==> src/rtl/opstate_pkg.sv <==
package opstate_pkg;

  typedef enum logic [1:0] {
    CS_INIT   = 2'd0,
    CS_CONFIG = 2'd1,
    CS_ACCESS = 2'd2,
    CS_LOWPWR = 2'd3
  } ctl_state_e;

  typedef enum logic [1:0] {
    OC_NONE = 2'd0,
    OC_WAKE = 2'd1,
    OC_CFG  = 2'd2,
    OC_GO   = 2'd3
  } op_cmd_e;

  typedef enum logic [1:0] {
    PH_IDLE   = 2'd0,
    PH_SAMPLE = 2'd1,
    PH_WAIT   = 2'd2
  } phase_e;

  localparam int CMD_W = 2;
  localparam logic TGT_CONFIG = 1'b0;
  localparam logic TGT_ACCESS = 1'b1;

endpackage

==> src/rtl/opstate_decode.sv <==
module opstate_decode
  import opstate_pkg::*;
#(
  parameter int STAT_W = 3,
  parameter logic [STAT_W-1:0] CODE_INIT   = 'd0,
  parameter logic [STAT_W-1:0] CODE_CONFIG = 'd1,
  parameter logic [STAT_W-1:0] CODE_ACCESS = 'd3,
  parameter logic [STAT_W-1:0] CODE_LOWPWR = 'd4
) (
  input  logic [STAT_W-1:0] stat,
  output logic              known,
  output ctl_state_e        cls
);

  localparam int N_CODES = 4;

  logic [STAT_W-1:0] code_tab [N_CODES];
  logic [N_CODES-1:0] hit;

  assign code_tab[0] = CODE_INIT;
  assign code_tab[1] = CODE_CONFIG;
  assign code_tab[2] = CODE_ACCESS;
  assign code_tab[3] = CODE_LOWPWR;

  for (genvar i = 0; i < N_CODES; i++) begin : g_match
    assign hit[i] = (stat == code_tab[i]);
  end

  always_comb begin
    known = |hit;
    cls   = CS_INIT;
    if (hit[1]) cls = CS_CONFIG;
    if (hit[2]) cls = CS_ACCESS;
    if (hit[3]) cls = CS_LOWPWR;
  end

endmodule

==> src/rtl/opstate_hop_plan.sv <==
module opstate_hop_plan
  import opstate_pkg::*;
(
  input  ctl_state_e cur,
  input  logic       tgt,
  output logic       at_tgt,
  output op_cmd_e    cmd,
  output ctl_state_e expect_st
);

  always_comb begin
    at_tgt    = 1'b0;
    cmd       = OC_NONE;
    expect_st = CS_INIT;
    unique case (cur)
      CS_LOWPWR: begin
        cmd       = OC_WAKE;
        expect_st = CS_ACCESS;
      end
      CS_INIT: begin
        cmd       = OC_CFG;
        expect_st = CS_CONFIG;
      end
      CS_ACCESS: begin
        if (tgt == TGT_ACCESS) begin
          at_tgt = 1'b1;
        end else begin
          cmd       = OC_CFG;
          expect_st = CS_CONFIG;
        end
      end
      CS_CONFIG: begin
        if (tgt == TGT_CONFIG) begin
          at_tgt = 1'b1;
        end else begin
          cmd       = OC_GO;
          expect_st = CS_ACCESS;
        end
      end
      default: ;
    endcase
  end

endmodule

==> src/rtl/opstate_wait_timer.sv <==
module opstate_wait_timer #(
  parameter int LIMIT = 1024,
  parameter bit EN    = 1'b1
) (
  input  logic clk,
  input  logic rst,
  input  logic clear,
  input  logic run,
  output logic expired
);

  localparam int CNT_W = $clog2(LIMIT + 1);

  if (EN) begin : g_timer
    logic [CNT_W-1:0] cnt_q;

    always_ff @(posedge clk) begin
      if (rst || clear) cnt_q <= '0;
      else if (run && cnt_q != CNT_W'(LIMIT - 1)) cnt_q <= cnt_q + 1'b1;
    end

    assign expired = run && (cnt_q == CNT_W'(LIMIT - 1));


    cnt_range_chk: assert property (@(posedge clk) disable iff (rst)
      cnt_q <= CNT_W'(LIMIT - 1));
  end else begin : g_no_timer
    assign expired = 1'b0;
  end

endmodule

==> src/rtl/opstate_walker.sv <==
module opstate_walker
  import opstate_pkg::*;
#(
  parameter int STAT_W = 3,
  parameter logic [STAT_W-1:0] CODE_INIT   = 'd0,
  parameter logic [STAT_W-1:0] CODE_CONFIG = 'd1,
  parameter logic [STAT_W-1:0] CODE_ACCESS = 'd3,
  parameter logic [STAT_W-1:0] CODE_LOWPWR = 'd4,
  parameter int TIMEOUT_CYCLES = 1024,
  parameter bit TIMEOUT_EN     = 1'b1
) (
  input  logic              clk,
  input  logic              rst,
  input  logic              req_valid,
  input  logic              req_target,
  input  logic [STAT_W-1:0] ctl_stat,
  output logic              cmd_valid,
  output logic [CMD_W-1:0]  cmd_code,
  output logic              busy,
  output logic              done,
  output logic              err
);

  phase_e     phase_q;
  logic       tgt_q;
  ctl_state_e exp_q;
  op_cmd_e    cmd_q;

  logic       stat_known;
  ctl_state_e stat_cls;
  logic       at_tgt;
  op_cmd_e    plan_cmd;
  ctl_state_e plan_exp;
  logic       hop_ok;
  logic       expired;

  opstate_decode #(
    .STAT_W(STAT_W), .CODE_INIT(CODE_INIT), .CODE_CONFIG(CODE_CONFIG),
    .CODE_ACCESS(CODE_ACCESS), .CODE_LOWPWR(CODE_LOWPWR)
  ) dec_i (
    .stat(ctl_stat), .known(stat_known), .cls(stat_cls)
  );

  opstate_hop_plan plan_i (
    .cur(stat_cls), .tgt(tgt_q), .at_tgt(at_tgt),
    .cmd(plan_cmd), .expect_st(plan_exp)
  );

  assign hop_ok = stat_known && (stat_cls == exp_q);

  opstate_wait_timer #(.LIMIT(TIMEOUT_CYCLES), .EN(TIMEOUT_EN)) tmr_i (
    .clk(clk), .rst(rst),
    .clear(phase_q != PH_WAIT),
    .run(phase_q == PH_WAIT && !hop_ok),
    .expired(expired)
  );

  always_ff @(posedge clk) begin
    if (rst) begin
      phase_q   <= PH_IDLE;
      tgt_q     <= TGT_CONFIG;
      exp_q     <= CS_INIT;
      cmd_q     <= OC_NONE;
      cmd_valid <= 1'b0;
      done      <= 1'b0;
      err       <= 1'b0;
    end else begin
      cmd_valid <= 1'b0;
      done      <= 1'b0;
      unique case (phase_q)
        PH_IDLE: begin
          if (req_valid) begin
            tgt_q   <= req_target;
            err     <= 1'b0;
            phase_q <= PH_SAMPLE;
          end
        end
        PH_SAMPLE: begin
          if (stat_known) begin
            if (at_tgt) begin
              done    <= 1'b1;
              phase_q <= PH_IDLE;
            end else begin
              cmd_valid <= 1'b1;
              cmd_q     <= plan_cmd;
              exp_q     <= plan_exp;
              phase_q   <= PH_WAIT;
            end
          end
        end
        PH_WAIT: begin
          if (hop_ok) begin
            phase_q <= PH_SAMPLE;
          end else if (expired) begin
            err     <= 1'b1;
            done    <= 1'b1;
            phase_q <= PH_IDLE;
          end
        end
        default: phase_q <= PH_IDLE;
      endcase
    end
  end

  assign busy     = (phase_q != PH_IDLE);
  assign cmd_code = cmd_q;


  cmd_single_chk: assert property (@(posedge clk) disable iff (rst)
    cmd_valid |=> !cmd_valid);


  done_pulse_chk: assert property (@(posedge clk) disable iff (rst)
    done |=> !done);


  unknown_quiet_chk: assert property (@(posedge clk) disable iff (rst)
    (phase_q == PH_SAMPLE && !stat_known) |=> (!cmd_valid && !done && busy));


  cfg_never_go_chk: assert property (@(posedge clk) disable iff (rst)
    (cmd_valid && tgt_q == TGT_CONFIG) |-> (cmd_code != OC_GO));


  err_with_done_chk: assert property (@(posedge clk) disable iff (rst)
    $rose(err) |-> done);


  busy_hold_tgt_chk: assert property (@(posedge clk) disable iff (rst)
    (busy && req_valid) |=> $stable(tgt_q));

endmodule

==> config.mk <==
export PLATFORM = sky130hd
export DESIGN_NAME = opstate_walker
export DESIGN_NICKNAME = d
export VERILOG_FILES = /design/src/rtl/opstate_pkg.sv /design/src/rtl/opstate_decode.sv /design/src/rtl/opstate_hop_plan.sv /design/src/rtl/opstate_wait_timer.sv /design/src/rtl/opstate_walker.sv
export SDC_FILE = /design/constraint.sdc
export NUM_CORES = 1
export LEC_CHECK = 0
export BUFFER_PORTS_ARGS = -buffer_cell sky130_fd_sc_hd__buf_2
export CORE_MARGIN = 2
export CORE_UTILIZATION = 55
export DETAILED_ROUTE_END_ITERATION = 7
export MAX_ROUTING_LAYER = met4
export PLACE_DENSITY = 0.87
export SLEW_MARGIN = 25
export SYNTH_ARGS = -nofsm -noshare
export SYNTH_HDL_FRONTEND = slang
export SYNTH_SLANG_ARGS = --single-unit
export TNS_END_PERCENT = 1
==> constraint.sdc <==
create_clock -name clk -period 2.9 [get_ports clk]
set_input_delay 0.435 -clock clk [delete_from_list [all_inputs] [get_ports clk]]
set_output_delay 0.435 -clock clk [all_outputs]
set_load 0.03 [all_outputs]
==> metrics.json <==
{
  "synth": {
    "dominantRegCellSynth": "dfxtp_1",
    "synth.largest_area_cell": "dfxtp_1",
    "synth.ff_latch_count": 20,
    "synth.top_cell.area_share_pct": 35.4,
    "synth_enable_flop_cells": 0,
    "syn_area_per_cell_um2": 8.57,
    "synth_warnings": 0,
    "post-synth-top-count-cell": "dfxtp_1",
    "syn_nets": 144,
    "post_synth_num_cell_types": 39,
    "synth-seq-area-share_pct": 35.4,
    "synth_commonest_cells": "dfxtp_1, nor2_1, a21oi_1",
    "synth_area_leaders": "dfxtp_1, ha_1, nor2_1",
    "post_synth_inst_count": 132,
    "async_flop_share_pct": 0,
    "syn_area_um2": 1130
  },
  "cells_and_area": {
    "final_layout_size_suffix_gt1_share_pct": 14.9,
    "layout.cells.non_filler": 168,
    "final-seq-area_um2": 400,
    "final_net_count": 154,
    "syn2layout_area_growth_pct": 8.19,
    "fin_area_um2": 1220,
    "antenna-diode-count": 0,
    "multi_input_area_um2": 663,
    "number_of_filler_instances_in_the_final_layout": 189,
    "final_core_utilization_pct": 63.0
  },
  "place": {
    "routabilityCongestion": 0.832,
    "total_cell_area_at_the_placement_stage_um2": 1190,
    "portBuffers": 12,
    "numPlacedInstances": 164,
    "dp_slack_ns": 0.540,
    "dp_hpwl_um": 1510
  },
  "clocking": {
    "cts_tree": "yes",
    "cts.sink_count": 20,
    "clk_root_buffer_cell": "clkbuf_4",
    "post_cts.repair.setup_buffers": 0,
    "cts_resized": 0,
    "cts-root-to-sink-buffers": 2,
    "hold_buffers": 0,
    "h_tree_levels": 1,
    "cts_made_buffers": 3,
    "clk_lat_worst_skew_ns": 0.30,
    "clkTransAtPathRegs_ns": 0.10
  },
  "detailed_routing": {
    "route.detailed.wl_per_inst_um": 11.8,
    "route.detailed.drc": 0,
    "via_per_inst": 5.56,
    "drt-total-wl_um": 1980,
    "dr.first_iter.drc_count": 14,
    "first_pass_iters": 4,
    "number_of_nets_still_failing_antenna_checks_after_routing": 0,
    "vias": 934
  },
  "flow_run": {
    "cap_violations": 0
  },
  "pwr": {
    "seqPwrFrac_pct": 45.6,
    "power.net_switching_mw": 0.238,
    "power.combinational.fraction_pct": 31.2,
    "clkPwrFrac_pct": 23.2,
    "max-vdd-ir-drop_v": 0.000324,
    "power.leakage_nw": 0.426,
    "design_power_total_mw": 0.691,
    "internal-power_mw": 0.454,
    "power_density_nw_per_um2": 565,
    "sw_frac_of_total_pct": 34.4
  },
  "die": {
    "floorplan.initialDensity_pct": 58.2,
    "number_of_ports_placed_on_the_die_boundary": 13,
    "placement_rows": 16,
    "die_area_um2": 2440,
    "die_height_um": 49.4,
    "floorplan.die.width_um": 49.4,
    "design.core.area_um2": 1940
  },
  "critical_path": {
    "end_kind": "flip-flop",
    "list_of_cells_traversed_by_the_critical_path": "ha_1, nand3_1, nor3_1, o31ai_2, or4b_1, a21oi_1",
    "cp_slowest_stage_delay_ns": 0.60,
    "critical_path_required_ns": 3.14,
    "crit_path_max_fanout": 6,
    "critical_path.startpoint_type": "flip-flop",
    "timing.critical_path.slowest_stage_cell": "nor3_1",
    "cp.arrival_ns": 2.41,
    "critPathKind": "reg2reg"
  },
  "sta": {
    "hold_violations": 0,
    "finalMaxSlewViolations": 0,
    "timing.clock.skew_ns": 0.00544,
    "headroom_to_the_max_slew_limit_pct": 49.4,
    "worstMarginPinSlew_ns": 0.759,
    "fin_tns_setup_ns": 0,
    "grt_setup_unrepaired": "false",
    "whs_ns": 0.371,
    "finalSetupViolCount": 0,
    "finalCritPeriodShare_pct": 74.8,
    "period_minus_slack_ns": 2.17,
    "timing.fmax_ghz": 0.461,
    "finalWorstSetupSlack_ns": 0.730
  },
  "global_routing": {
    "grt_antenna_before_repair": 0,
    "grt_first_pass_wirelength_um": 3630,
    "gr-usage-met1_pct": 23.2,
    "groute.layer.met3.usage_pct": 3.07,
    "grt_busiest_layer": "met2",
    "largest_net_degree_at_the_start_of_global_routing": 13,
    "grt.overflow.total": 0,
    "first_global_vias": 880,
    "global_route.usage.total_pct": 19.3,
    "gr-usage-met2_pct": 31.3
  },
  "status": {
    "outcome": "finished, final reports clean"
  },
  "worst_hold_path": {
    "hold_path_class": "in2reg"
  }
}
[critical path, delay by kind of cell, from the launching register on]
family | cells | cell delay (ns)
fa+ha+maj | 1 | 0.18
simple gates | 3 | 1.23
flops | 1 | 0.38
compound gates | 2 | 0.32
[path summary, 6_finish.rpt]
path,endpoint,cells past startpoint,slack (ns),from
worst max-delay path,phase_q[1],6,0.73,tmr_i.g_timer.cnt_q[0]
worst min-delay path,tgt_q,3,0.37,req_target
worst min register to register,cmd_code[1],2,0.45,cmd_code[1]
worst max register to register,phase_q[1],6,0.73,tmr_i.g_timer.cnt_q[0]
[cells in the final DEF (no fill, tap or decap), types with 2 or more instances in the layout]
cell,count
dfxtp_1,20
nor2_1,15
buf_2,12
a21oi_1,11
inv_1,8
nand2_1,6
nand3_1,6
nor3_1,5
xnor2_1,5
ha_1,5
nor4_1,4
nor2b_1,3
o21ai_0,3
nor3b_1,3
nor4b_1,3
clkbuf_4,3
nand2b_1,2
a21o_1,2
nand4bb_1,2
nand3b_1,2
and3_1,2
or3_1,2
[flip-flops by register name, indices dropped and copies added (netlist names)]
register and count:
exp_q 1, phase_q 2, cmd_valid 1, done 1
err 1, tmr_i.g_timer.cnt_q 11, tgt_q 1, cmd_code 2
[final cells by class]
cell class	instances	area share [%]
Multi-Input combinational cell	97	54.2
Timing Repair Buffer	12	4.91
Tap cell	27	2.76
Sequential cell	20	32.7
Inverter	8	2.45
Clock buffer	4	2.97
[power groups by stage]
stage | Sequential (mW) | Clock (mW) | Combinational, mW
finish | 0.315 | 0.161 | 0.216
global route | 0.320 | 0.178 | 0.241
CTS | 0.315 | 0.169 | 0.216
detailed placement | 0.322 | 0 | 0.215
global placement | 0.321 | 0 | 0.210
floorplan | 0.325 | 0 | 0.169
[layer usage]
layer,vias up,routed length (µm),share of wire (%)
li1,478,-,-
met1,437,916,46
met2,14,977,49
met3,5,50,2.5
met4,0,39,2.0
met5,-,0,0
[cells by family after synthesis]
| logic type | Yosys count | synth area share (%) |
|---|---|---|
| compound gates | 23 | 14.5 |
| fa+ha+maj | 5 | 5.53 |
| buf+inv | 15 | 5.97 |
| flops | 20 | 35.4 |
| xor+xnor | 6 | 5.31 |
| mux | 3 | 2.88 |
| simple gates | 60 | 30.4 |
No activity file was read; power rests on OpenSTA's default activity.
